## config.mk

```make
export PLATFORM = sky130hd
export DESIGN_NAME = vend_order_ctrl
export DESIGN_NICKNAME = d
export VERILOG_FILES = /design/src/rtl/vend_pkg.sv /design/src/rtl/vend_price_lut.sv /design/src/rtl/vend_credit_acc.sv /design/src/rtl/vend_change_unit.sv /design/src/rtl/vend_order_ctrl.sv
export SDC_FILE = /design/constraint.sdc
export NUM_CORES = 1
export LEC_CHECK = 0
export BUFFER_PORTS_ARGS = -buffer_cell sky130_fd_sc_hd__clkbuf_2
export CAP_MARGIN = 40
export CORE_UTILIZATION = 37
export DETAILED_ROUTE_END_ITERATION = 8
export GPL_ROUTABILITY_DRIVEN = 0
export GPL_TIMING_DRIVEN = 0
export SLEW_MARGIN = 20
export SYNTH_ARGS = -nofsm -noshare
export SYNTH_HDL_FRONTEND = slang
export SYNTH_HIERARCHICAL = 1
export SYNTH_SLANG_ARGS = --single-unit
```

## constraint.sdc

```tcl
create_clock -name clk -period 8.7 [get_ports clk]
set_input_delay 1.305 -clock clk [delete_from_list [all_inputs] [get_ports clk]]
set_output_delay 1.305 -clock clk [all_outputs]
set_load 0.02 [all_outputs]
```

## src/rtl/vend_pkg.sv

```systemverilog
package vend_pkg;

  typedef enum logic [1:0] {
    ST_SELECT  = 2'd0,
    ST_PAY     = 2'd1,
    ST_DELIVER = 2'd2,
    ST_CHANGE  = 2'd3
  } vend_state_e;

  localparam int TOP_COIN = 7;

  // Value in units of a denomination code; unknown codes are worth nothing.
  function automatic int coin_value(input logic [3:0] c);
    case (c)
      4'd1:    return 1;
      4'd2:    return 2;
      4'd3:    return 5;
      4'd4:    return 10;
      4'd5:    return 20;
      4'd6:    return 50;
      4'd7:    return 200;
      default: return 0;
    endcase
  endfunction

  // Price of item n (n counted from 1).
  function automatic int item_price(input int n);
    return 10 * n + 5;
  endfunction

  // Largest denomination code whose value does not exceed rem; 0 if none.
  function automatic logic [3:0] greedy_code(input int rem);
    logic [3:0] pick;
    logic       found;
    pick  = 4'd0;
    found = 1'b0;
    for (int c = TOP_COIN; c >= 1; c--) begin
      if (!found && coin_value(4'(c)) <= rem) begin
        pick  = 4'(c);
        found = 1'b1;
      end
    end
    return pick;
  endfunction

endpackage

```

## src/rtl/vend_price_lut.sv

```systemverilog
module vend_price_lut
  import vend_pkg::*;
#(
  parameter int PROD_W   = 4,
  parameter int CREDIT_W = 8,
  parameter int N_ITEMS  = 8
) (
  input  logic [PROD_W-1:0]   code,
  output logic                code_ok,
  output logic [CREDIT_W-1:0] price
);
  localparam int IDX_W = (N_ITEMS > 1) ? $clog2(N_ITEMS) : 1;

  logic [CREDIT_W-1:0] tbl [N_ITEMS];
  logic [IDX_W-1:0]    idx;

  for (genvar g = 0; g < N_ITEMS; g++) begin : g_price
    assign tbl[g] = CREDIT_W'(item_price(g + 1));
  end

  assign code_ok = (code != '0) && (int'(code) <= N_ITEMS);
  assign idx     = IDX_W'(code - 1'b1);
  assign price   = code_ok ? tbl[idx] : '0;

  always_comb begin
    if (code_ok) assert (int'(price) == item_price(int'(code)))
      else $error("assert_price_R4: table entry mismatch");
  end
endmodule

```

## src/rtl/vend_credit_acc.sv

```systemverilog
module vend_credit_acc
  import vend_pkg::*;
#(
  parameter int COIN_W   = 4,
  parameter int CREDIT_W = 8
) (
  input  logic                clk,
  input  logic                rst_n,
  input  logic                clear,
  input  logic                acc_en,
  input  logic [COIN_W-1:0]   coin_code,
  input  logic                coin_valid,
  output logic [CREDIT_W-1:0] credit,
  output logic                coin_hit
);
  logic [CREDIT_W-1:0] add_val;
  logic [CREDIT_W:0]   sum;
  logic                sat_hit;

  assign add_val  = CREDIT_W'(coin_value(4'(coin_code)));
  assign coin_hit = acc_en && coin_valid && (add_val != '0);
  assign sum      = {1'b0, credit} + {1'b0, add_val};
  assign sat_hit  = sum[CREDIT_W];

  always_ff @(posedge clk or negedge rst_n) begin
    if (!rst_n)        credit <= '0;
    else if (clear)    credit <= '0;
    else if (coin_hit) credit <= sat_hit ? '1 : sum[CREDIT_W-1:0];
  end

  assert_credit_monotone_R5: assert property (@(posedge clk) disable iff (!rst_n)
    (coin_hit && !clear) |=> (credit >= $past(credit)))
    else $error("credit decreased on a coin");

  assert_no_coin_outside_pay_R4: assert property (@(posedge clk) disable iff (!rst_n)
    (!acc_en && !clear) |=> $stable(credit))
    else $error("credit moved outside payment phase");
endmodule

```

## src/rtl/vend_change_unit.sv

```systemverilog
module vend_change_unit
  import vend_pkg::*;
#(
  parameter int COIN_W   = 4,
  parameter int CREDIT_W = 8
) (
  input  logic                clk,
  input  logic                rst_n,
  input  logic                load,
  input  logic [CREDIT_W-1:0] load_amt,
  input  logic                step,
  output logic [COIN_W-1:0]   cur_code,
  output logic                empty
);
  logic [CREDIT_W-1:0] remaining;
  logic [CREDIT_W-1:0] cur_val;

  assign cur_code = COIN_W'(greedy_code(int'(remaining)));
  assign cur_val  = CREDIT_W'(coin_value(4'(cur_code)));
  assign empty    = (remaining == '0);

  always_ff @(posedge clk or negedge rst_n) begin
    if (!rst_n)    remaining <= '0;
    else if (load) remaining <= load_amt;
    else if (step) remaining <= remaining - cur_val;
  end

  assert_change_shrinks_R7: assert property (@(posedge clk) disable iff (!rst_n)
    (step && !load) |=> (remaining < $past(remaining)))
    else $error("owed amount did not shrink");

  assert_pick_fits_R7: assert property (@(posedge clk) disable iff (!rst_n)
    !empty |-> (cur_val != '0 && cur_val <= remaining))
    else $error("picked denomination does not fit");
endmodule

```

## src/rtl/vend_order_ctrl.sv

```systemverilog
module vend_order_ctrl
  import vend_pkg::*;
#(
  parameter int PROD_W   = 4,
  parameter int COIN_W   = 4,
  parameter int CREDIT_W = 8,
  parameter int N_ITEMS  = 8
) (
  input  logic              clk,
  input  logic              rst_n,
  input  logic [COIN_W-1:0] coin_code,
  input  logic              coin_valid,
  input  logic [PROD_W-1:0] item_sel,
  input  logic              buy,
  input  logic              item_ready,
  output logic [PROD_W-1:0] item_out,
  output logic              item_out_valid,
  output logic              busy,
  output logic [COIN_W-1:0] change_code,
  output logic              change_valid,
  output logic              change_done
);
  vend_state_e         state, state_nx;
  logic [PROD_W-1:0]   item_q;
  logic [CREDIT_W-1:0] credit, price, change_amt;
  logic                sel_ok, unused_ok, coin_hit;
  logic                credit_enough, change_empty;
  logic [COIN_W-1:0]   pick_code;

  // Named internal events
  logic ev_accept, ev_paid, ev_ready, ev_finish;

  vend_price_lut #(.PROD_W(PROD_W), .CREDIT_W(CREDIT_W), .N_ITEMS(N_ITEMS))
    u_sel_check (.code(item_sel), .code_ok(sel_ok), .price());

  vend_price_lut #(.PROD_W(PROD_W), .CREDIT_W(CREDIT_W), .N_ITEMS(N_ITEMS))
    u_price (.code(item_q), .code_ok(unused_ok), .price(price));

  vend_credit_acc #(.COIN_W(COIN_W), .CREDIT_W(CREDIT_W)) u_credit (
    .clk(clk), .rst_n(rst_n),
    .clear(state == ST_SELECT),
    .acc_en(state == ST_PAY),
    .coin_code(coin_code), .coin_valid(coin_valid),
    .credit(credit), .coin_hit(coin_hit)
  );

  assign credit_enough = (credit >= price);
  assign change_amt    = credit_enough ? (credit - price) : '0;

  vend_change_unit #(.COIN_W(COIN_W), .CREDIT_W(CREDIT_W)) u_change (
    .clk(clk), .rst_n(rst_n),
    .load(state == ST_DELIVER),
    .load_amt(change_amt),
    .step(change_valid),
    .cur_code(pick_code),
    .empty(change_empty)
  );

  assign ev_accept = (state == ST_SELECT)  && buy && sel_ok;
  assign ev_paid   = (state == ST_PAY)     && credit_enough;
  assign ev_ready  = (state == ST_DELIVER) && item_ready;
  assign ev_finish = (state == ST_CHANGE)  && change_empty;

  always_comb begin
    state_nx = state;
    unique case (state)
      ST_SELECT:  if (ev_accept) state_nx = ST_PAY;
      ST_PAY:     if (ev_paid)   state_nx = ST_DELIVER;
      ST_DELIVER: if (ev_ready)  state_nx = ST_CHANGE;
      ST_CHANGE:  if (ev_finish) state_nx = ST_SELECT;
      default:                   state_nx = ST_SELECT;
    endcase
  end

  always_ff @(posedge clk or negedge rst_n) begin
    if (!rst_n) begin
      state  <= ST_SELECT;
      item_q <= '0;
    end else begin
      state <= state_nx;
      if (ev_accept) item_q <= item_sel;
    end
  end

  // Moore output decode
  assign busy           = (state != ST_SELECT);
  assign item_out_valid = (state == ST_DELIVER);
  assign item_out       = item_out_valid ? item_q : '0;
  assign change_valid   = (state == ST_CHANGE) && !change_empty;
  assign change_code    = change_valid ? pick_code : '0;
  assign change_done    = ev_finish;

  assert_reject_bad_sel_R2: assert property (@(posedge clk) disable iff (!rst_n)
    (!busy && !(buy && sel_ok)) |=> !busy)
    else $error("left idle without a legal purchase");

  assert_strobes_exclusive_R6: assert property (@(posedge clk) disable iff (!rst_n)
    item_out_valid |-> !change_valid)
    else $error("item and change valid together");

  assert_item_held_R6: assert property (@(posedge clk) disable iff (!rst_n)
    (item_out_valid && !item_ready) |=> (item_out_valid && $stable(item_out)))
    else $error("item dropped before ready");

  assert_done_then_idle_R8: assert property (@(posedge clk) disable iff (!rst_n)
    change_done |=> (!busy && !change_done))
    else $error("not idle after end of change");

  assert_idle_quiet_R9: assert property (@(posedge clk) disable iff (!rst_n)
    !busy |-> (!item_out_valid && !change_valid && !change_done))
    else $error("strobe while idle");

  assert_paid_covers_R4: assert property (@(posedge clk) disable iff (!rst_n)
    item_out_valid |-> credit_enough)
    else $error("delivery without enough credit");
endmodule

```

* Yosys cells after proc, flatten, opt, wreduce, memory -nomap -nowiden
Memories as Yosys holds them, arrays and structs flattened.
Cells that the tools add are included.
** Storage, ports and cells
- Register bits after elaboration :: 22
- ROM bits :: 64
- Bits of input ports :: 13
- Memories :: 1
- Word-level logic and storage cells :: 105
- Output and inout port bits :: 12
** Cells by class
- Equality and inequality tests :: 21
- Reduce and logical (&&, ||, !) cells :: 32
- Add/sub/neg operators :: 4
- Mux-type cells :: 31
- Magnitude comparators :: 11
- Bitwise gates (word level) :: 1
** Memories
- (no name shown) :: depth 8, width 8, rd ports 1, clocked after Yosys merged registers in 0, wr ports 0, RTL line vend_price_lut.sv:23 : assign price = code_ok ? tbl[idx] : '0;
** Operator list (count)
- $pmux W8 S7 :: 2
- $mux W8 :: 9
- $eq A4 B3 Y1 const B :: 8
- $mux W4 :: 8
- $eq A4 B2 Y1 const B :: 4
- $logic_and A1 B1 Y1 :: 16
- $sub A8 B8 Y8 :: 2
- $add A8 B8 Y9 :: 1
- $eq A4 B1 Y1 const B :: 2
- $ge A8 B8 Y1 :: 1
- $le A1 B8 Y1 const A :: 1
- $le A2 B8 Y1 const A :: 1
- $le A3 B8 Y1 const A :: 1
- $le A4 B4 Y1 const B :: 2
- $le A4 B8 Y1 const A :: 1
- $le A5 B8 Y1 const A :: 1
- $le A6 B8 Y1 const A :: 1
- $le A8 B8 Y1 const A :: 1
- $logic_not A8 Y1 :: 1
- $mux W2 :: 4
- $pmux W2 S4 :: 1
- $reduce_bool A4 Y1 :: 2
- $reduce_bool A8 Y1 :: 1
- $logic_not A1 Y1 :: 7
- 12 further kinds :: 22

* Depth between registers and ports, before layout
Gate-level depths: netlist of the first run.
- Depth after elaboration :: 25
- Depth in mapped cells :: 16
- Depth with buffers taken out :: 14

* Cells and area by module
Netlist of the first run, hierarchy kept.
** Modules (own cells, without submodules)
- vend_change_unit :: sequential area each 200.2 um2, cells an instance 108, instances 1, area an instance 875.8 um2
- vend_order_ctrl :: sequential area each 150.1 um2, cells an instance 95, instances 1, area an instance 809.5 um2
- vend_credit_acc :: sequential area each 200.2 um2, cells an instance 88, instances 1, area an instance 765.7 um2
- vend_price_lut (u_price) :: sequential area each 0.0 um2, cells an instance 33, instances 1, area an instance 270.3 um2
- vend_price_lut (u_sel_check) :: sequential area each 0.0 um2, cells an instance 26, instances 1, area an instance 235.2 um2

* Least setup slack after synthesis of the first run
Ideal clock, no wire load.
- Kind :: register to register
- Start point :: reg item_q[0]
- End point :: reg u_change.remaining[7]
- Arrival :: 2.987 ns
- Path buffers :: 2
- Setup slack :: 5.570 ns
- Required time :: 8.557 ns
- Setup time :: 0.143 ns
- Stages on the path, launching flop included :: 17
- Period minus slack after synthesis :: 3.130 ns
- Cell sequence :: dfrtp_1 > inv_1 > ha_1 > buf_6 > nor2b_4 > xnor2_2 > buf_4 > ha_1 > inv_1 > fa_1 > nand3_1 > and2_4 > a21oi_2 > nor3_2 > nor2_1 > a222oi_1 > o211ai_1
** Between the ends
- Elaborated cells between the ends (all ways) :: 13
- Classes of those cells :: 2 x add/sub; 2 x order compare; 5 x mux; 1 x bitwise; 2 x reduce/logical; 1 x memory
** RTL lines
- start, declared :: RTL line vend_order_ctrl.sv:24 : logic [PROD_W-1:0] item_q;
- start signal, assigned :: RTL line vend_order_ctrl.sv:81 : if (ev_accept) item_q <= item_sel;
- $le A4 B4 Y1 or $reduce_bool A4 Y1 (tied branches) :: RTL line vend_price_lut.sv:21 : assign code_ok = (code != '0) && (int'(code) <= N_ITEMS);
- $logic_and A1 B1 Y1 * :: RTL line vend_price_lut.sv:21
- via unused_ok :: RTL line vend_order_ctrl.sv:26 : logic sel_ok, unused_ok, coin_hit;
- $mux W8 * :: RTL line vend_price_lut.sv:23
- via price[0] :: RTL line vend_order_ctrl.sv:25 : logic [CREDIT_W-1:0] credit, price, change_amt;
- $sub A8 B8 Y8 or $ge A8 B8 Y1 (tied branches) :: RTL line vend_order_ctrl.sv:48, vend_order_ctrl.sv:47
- $mux W8 * :: RTL line vend_order_ctrl.sv:48 : assign change_amt = credit_enough ? (credit - price) : '0;
- via change_amt[7] :: RTL line vend_order_ctrl.sv:25
- $mux W8 * :: RTL line vend_change_unit.sv:24 : else if (load) remaining <= load_amt;
- end signal, assigned :: RTL line vend_change_unit.sv:24
- end signal, assigned :: RTL line vend_change_unit.sv:25 : else if (step) remaining <= remaining - cur_val;
- end, declared :: RTL line vend_change_unit.sv:15 : logic [CREDIT_W-1:0] remaining;
Mark *: on every way through the listed nets, which the timed path passes. The rest lies on a longest branch. The select of a mux whose other input is x is not followed.
A chain may end at the register's enable or synchronous reset.

* Worst setup path in the final report of the first run
Ends and elaborated chain as after synthesis.

==> results of run 1 <==
area by class of cell:
class,instances,area share [%]
Buffer,8,1.999
Multi-Input combinational cell,265,66.63
Sequential cell,22,17.95
Clock buffer,3,1.346
Timing Repair Buffer,23,3.754
Inverter,35,4.284
Tap cell,99,4.039
layout by cell type, fill, tap and decap left out, drive strengths merged, types with 5 or more instances in the layout:
cell type / instances
a211oi: 13
a21oi: 17
and2: 14
buf: 8
clkbuf: 26
dfrtp: 22
ha: 35
inv: 34
mux2: 6
mux2i: 6
nand2: 24
nand3: 8
nor2: 29
nor2b: 10
nor3: 10
nor3b: 5
o21a: 5
o21ai: 21
xnor2: 10
xor2: 7
critical path, cell delays in order (launching register included):
cell      delay (ns)
dfrtp_1         0.51
inv_1           0.11
ha_1            0.22
buf_6           0.13
nor2b_4         0.14
xnor2_2         0.16
buf_4           0.13
ha_1            0.15
inv_1           0.05
fa_1            0.40
nand3_1         0.11
and2_4          0.15
a21oi_2         0.07
nor3_2          0.40
nor2_1          0.11
a222oi_1        0.35
o211ai_1        0.14
metrics by stage:
stage / cells / hold WS [ns]
2_1_floorplan: 330 / 0.4734
3_3_place_gp: 452 / 0.5286
3_5_place_dp: 452 / 0.5273
4_1_cts: 455 / 0.5456
5_1_grt: 455 / 0.5796
6_report: 455 / 0.5402
state kept, by name (all words and copies together), names as in the netlist:
signal and flops:
item_q 4, state 2, u_change/remaining 8, u_credit/credit 8
metal layers:
layer,track usage [%],share of wire [%],up-vias
met2,26.57,48,46
met4,3.812,0.84,0
met3,1.399,2.6,5
met1,20.14,48,1058
li1,-,-,1206
met5,0,0,-
how the worst max path moves through the flow:
stage	from	endpoint	slack, ns
floorplan	item_q[0]	u_change/remaining[7]	5.57
global placement	item_q[0]	u_change/remaining[7]	5.19
detailed placement	item_q[0]	u_change/remaining[7]	5.18
CTS	item_q[0]	u_change/remaining[7]	5.18
global route	item_q[0]	u_change/remaining[7]	4.94
finish	item_q[0]	u_change/remaining[7]	5.22
==> results.md, run 1 <==
Yosys:
- The post-synthesis cell area is 2786 um^2.
- The post-synth net total is 381.
- The cell count after synthesis came out at 330.
- The count of yosys warnings during synthesis is 6.
- The mean instance size in the synthesized netlist is 8.444 um^2.

Global route:
- The number of antenna violations at the first check in global routing is 0.
- The number of global-route vias before repair came to 2124.
- In the global route stage, overall resource usage came out at 15.21%.
- Entering global routing, the biggest net connects 23 pins.
- The first global-routing pass estimated 9.528 mm of wire.
- The total congestion overflow is 0.

Cells and area:
- The register area is 550.5 um^2.
- The area overhead of the layout relative to synthesis is 10.06%.
- The final instance area is 3067 um^2.
- The area taken by multi-input logic gates is 2043 um^2.
- The number of diodes added for antenna fixing is 0.
- At the end of the flow, the number of nets in the layout was 409.
- The share of layout cells above drive strength 1 is 16.85%.
- Once layout is complete, the utilization of the core stands at 42.28%.
- The filler cell count is 729.

Routing:
- The total vias in the final route is 2315.
- The total routed wirelength is 5.720 mm.
- The violation count after the first detailed-routing iteration is 75.
- Using the TritonRoute via totals, the vias-per-cell ratio works out to 5.088.
- The average wire length per cell after detail routing is 12.57 um.
- The count of nets left with antenna violations once routing finished came out at 0.
- The number of detailed-routing iterations run before antenna repair is 4.
- For this run, design rule violations remaining after detail routing come to 0.

Worst setup path:
- The critical path arrival is 3.61 ns.
- The endpoint of the worst register-to-register path is u_change/remaining[7].
- The worst register-to-register path begins at item_q[0].
- The capturing element type of the critical path is a flop.
- The worst register-to-register path has a setup slack of 5.22 ns.
- The critical path is of the reg -> reg type.
- The critical path startpoint category is a flop.
- The worst register-to-register path has a depth of 16.
- The maximum fanout along the worst path is 9.
- The critical path data required time is 8.83 ns.

Timing:
- In the post-route analysis, the smallest setup slack over all paths is 5.222 ns.
- Setup repair after global routing left no endpoint under its margin.
- The tightest slew margin relative to the limit is 61.74%.
- After routing, the total negative slack on setup checks comes to 0 ns.
- The routed design could run at a clock period as short as 3.478 ns.
- The upper clock frequency limit is 287.5 MHz.
- Setup violations remaining at the end of the flow were counted as 0.
- At the pin with the least slew margin, the transition time is 0.5739 ns.
- The ratio of final minimum period to clock period is 39.97%.
- The final number of hold-violating endpoints is 0.
- The max-slew violation total from the final report was 0.
- Between clock sinks in the finished design, the worst skew comes to 0.001165 ns.

Clocking:
- The buffer levels on the longest clock path is 2.
- The clock latency on the worst-skew pair is 0.26 ns.
- CTS built an H-tree with a depth of 1.
- After clock tree synthesis, the setup repair step added 0 buffers.
- The buffer type at the clock tree root is clkbuf_8.
- The total clock sinks is 22.
- The clock-pin slew of the registers on the worst-case setup and hold paths is 0.08 ns.
- The number of gates resized after CTS was 0.
- The number of hold buffers added after CTS is 0.
- TritonCTS built the clock tree.
- The number of clock buffers added by TritonCTS is 3.

Placed design:
- The post-placement cell area is 3025 um^2.
- The quantity of I/O buffers inserted on ports is 23.
- Before CTS, the worst setup slack after placement is 5.178 ns.
- Once detailed placement completed, the half-perimeter wirelength came to 4.639 mm.

Die:
- The initial core utilization is 38.42%.
- Measured along the y axis, the die boundary spans 88.78 um.
- 25 I/O pins were placed.
- The number of cell rows is 31.
- Measured along the x axis, the die boundary spans 88.78 um.
- The die area is 7882 um^2.
- In this run the standard cell core region covers 7253 um^2.

Min path:
- Along the worst hold path, the cell count comes to 1.
- The path class of the tightest hold or removal check is reg -> reg.
- The hold path startpoint is item_q[3].
- For hold timing, the worst endpoint is item_q[3].

Run status:
- The run finished with clean final reports.

Flow run:
- The max-cap violation count is 0.
Power of run 1 is left out: the tool's default activity adds up to more than one toggle a clock period on the data nets, which glitch-free logic cannot reach.
==> run 2, diff against run 1 <==
Clock period 8.7 ns to 3.4 ns, I/O delays scaled along.
==> run 2 against run 1 <==
  * Clock skew grew 0.00055 ns
  * Non-clock buffer count grew 6
  * Utilization rose by 0.81 points
==> results.md, run 2 (same netlist as run 1, synthesis figures left out) <==
Worst setup path:
- The cell family contributing the most delay on the critical path is simple AND/OR/NAND/NOR gates.
- The maximum fanout along the worst path is 7 (-2).
- The worst register-to-register path begins at item_q[0].
- The path depth of the worst reg2reg path came to 16 (unchanged).
- In this run the critical register-to-register path is captured at u_change/remaining[7].
- The type of the worst setup path is reg -> reg.
- The capturing element type of the critical path is a flop.
- On the critical path, the stage with the largest delay is an instance of dfrtp_2.
- The critical path arrival is 3.35 ns (-0.26 ns).
- The register-to-register setup slack is 0.19 ns (-5.04 ns).
- The largest incremental delay on the critical path is 0.44 ns (-0.07 ns).
- Traced cell by cell, the critical path runs through inv_1, ha_1, buf_6, nor2b_4, xnor2_2, buf_4, ha_1, inv_1, fa_1, nand3_2, and2_4, a21oi_2, nor3_4, nor2_1, a222oi_1, o211ai_1.
- The critical path data required time was 3.53 ns (-5.30 ns).
- The number of buffer and inverter instances along the worst setup path is 4 (unchanged).
- The critical path startpoint category is a flop.

Timing:
- The number of endpoints failing setup at the final stage is 0 (unchanged).
- The ratio of final minimum period to clock period is 94.51% (+55 points).
- The max-slew violation total from the final report is 0 (unchanged).
- The pin slew with the least headroom to its limit came to 0.5657 ns (-0.008203 ns).
- The setup clock skew after layout is 0.001720 ns (+0.0005546 ns).
- Setup repair after global routing left no endpoint under its margin.
- The final number of hold-violating endpoints is 0 (unchanged).
- The tightest slew margin relative to the limit was 62.29% (+0.55 points).
- The worst setup margin was 0.1866 ns (-5.036 ns).
- The upper clock frequency limit is 311.2 MHz (+8.2%).
- The post-layout minimum cycle time was 3.213 ns (-0.2643 ns).

Global route:
- The number of global-route vias before repair is 2136 (+0.56%).
- The first-pass GRT wire length is 9.570 mm (+0.44%).
- The total congestion overflow is 0 (unchanged).
- The total routing resource utilization after global routing is 15.26% (+0.048 points).
- The number of antenna violations at the first check in global routing is 0 (unchanged).
- The pin count of the biggest net entering global routing is 23 (unchanged).

Clocking:
- The TritonCTS buffer count is 3 (unchanged).
- The clock latency on the worst-skew pair was 0.26 ns (about the same).
- The total clock sinks is 22 (unchanged).
- The buffer type at the clock tree root is clkbuf_8.
- The number of hold buffers added after CTS is 0 (unchanged).
- TritonCTS built the clock tree.
- The number of H-tree levels is 1 (unchanged).
- The clock-pin slew of the registers on the worst-case setup and hold paths was 0.08 ns (about the same).
- The buffer levels on the longest clock path is 2 (unchanged).

Run status:
- The run finished with clean final reports.

Placed design:
- The placed instance count is 452 (unchanged).
- The post-DP HPWL came to 4.639 mm (unchanged).
- The setup slack at placement is -0.1217 ns (-5.300 ns).
- The quantity of I/O buffers inserted on ports is 23 (unchanged).

Cells and area:
- From synthesis to final layout, the design area changed by 12.17%.
- The share of layout cells above drive strength 1 is 19.34% (+2.5 points).
- In the final layout, the registers with the most flip-flops are u_change/remaining (8), u_credit/credit (8), item_q (4).
- The number of nets in the layout is 415 (+1.5%).
- The number of diodes added for antenna fixing came to 0 (unchanged).
- The filler-free cell count of the finished design is 461 (+1.3%).
- In the layout the commonest cells are 35 x ha_1, 33 x inv_1, 29 x nor2_1, 24 x nand2_1, 23 x clkbuf_2.
- The filler cell count was 722 (-0.96%).
- The most common cell after layout, fill and taps aside is ha_1.

Routing:
- The average wire length per cell after detail routing is 12.57 um (about the same).
- The number of detailed-routing iterations run before antenna repair is 4 (unchanged).
- The total routed wirelength was 5.793 mm (+1.3%).
- The antenna violation net count after detailed routing came to 0 (unchanged).
- The number of DRC violations after detailed routing is 0 (unchanged).
- The total vias in the final route is 2347 (+1.4%).
- The via density per instance came to 5.091 (about the same).
- The violation count after the first detailed-routing iteration is 81 (+8.0%).

Die:
- The die boundary height is 88.78 um (unchanged).
- The width of the die is 88.78 um (unchanged).
- The number of cell rows is 31 (unchanged).
- The number of ports placed on the die boundary is 25 (unchanged).
- The core outline area is 7253 um^2 (unchanged).
- The die area came to 7882 um^2 (unchanged).
- The initial core utilization is 38.42% (unchanged).

Flow run:
- The max-cap violation count is 0 (unchanged).

Min path:
- The worst min-delay path class is in -> async.
run 2: cell count changes in the layout (fill, tap and decap cells not counted):
cell and delta:
buf_4 +6, dfrtp_1 -2, dfrtp_2 +2, inv_1 -1
inv_2 +1, nand3_1 -1, nand3_2 +1, nor3_2 -1
nor3_4 +1
run 2: worst max-delay path by stage:
stage               startpoint               endpoint  slack [ns]  depth (start not counted)
floorplan            item_q[0]  u_change/remaining[7]        0.27                         16
global placement     item_q[0]  u_change/remaining[7]       -0.11                         16
detailed placement   item_q[0]  u_change/remaining[7]       -0.12                         16
CTS                  item_q[0]  u_change/remaining[7]        0.07                         16
global route         item_q[0]  u_change/remaining[7]       0.002                         16
finish               item_q[0]  u_change/remaining[7]        0.19                         16
run 2: what timing repair did:
| action | 4_1_cts | 5_1_grt |
|---|---|---|
| setup endpoints to repair | 1 | 1 |
| gates resized for setup | 2 | 3 |
| pin swaps | 0 | 1 |
| setup buffers | 0 | 6 |
run 2: layout make-up:
type                    instances  area [um^2]  share of cell area, %
plain buffers                   8        61.31                  1.962
clock buffers                   3        41.29                  1.321
inverters                      35        131.4                  4.203
multi-input cells             265         2054                  65.73
flip-flops and latches         22        553.0                  17.69
well taps                      99        123.9                  3.963
repair buffers                 29        160.2                  5.124
run 2: metrics by stage:
stage          hold slack, ns  setup TNS (ns)  instance area [um^2]  utilization, %
3_5_place_dp           0.5273         -0.1217                  3025           41.71
4_1_cts                0.2364               0                  3074           42.38
6_report               0.2205               0                  3126           43.09
2_1_floorplan          0.2144               0                  2786               -
3_3_place_gp           0.5286         -0.1104                  3025           41.71
5_1_grt                0.2756               0                  3126           43.09
run 2: layer usage:
layer	track usage, %	routed length [um]
met4	3.812	63
met1	20.11	2756
met3	1.399	155
met5	0	0
met2	26.78	2817
Power of run 2 is left out for the same reason.
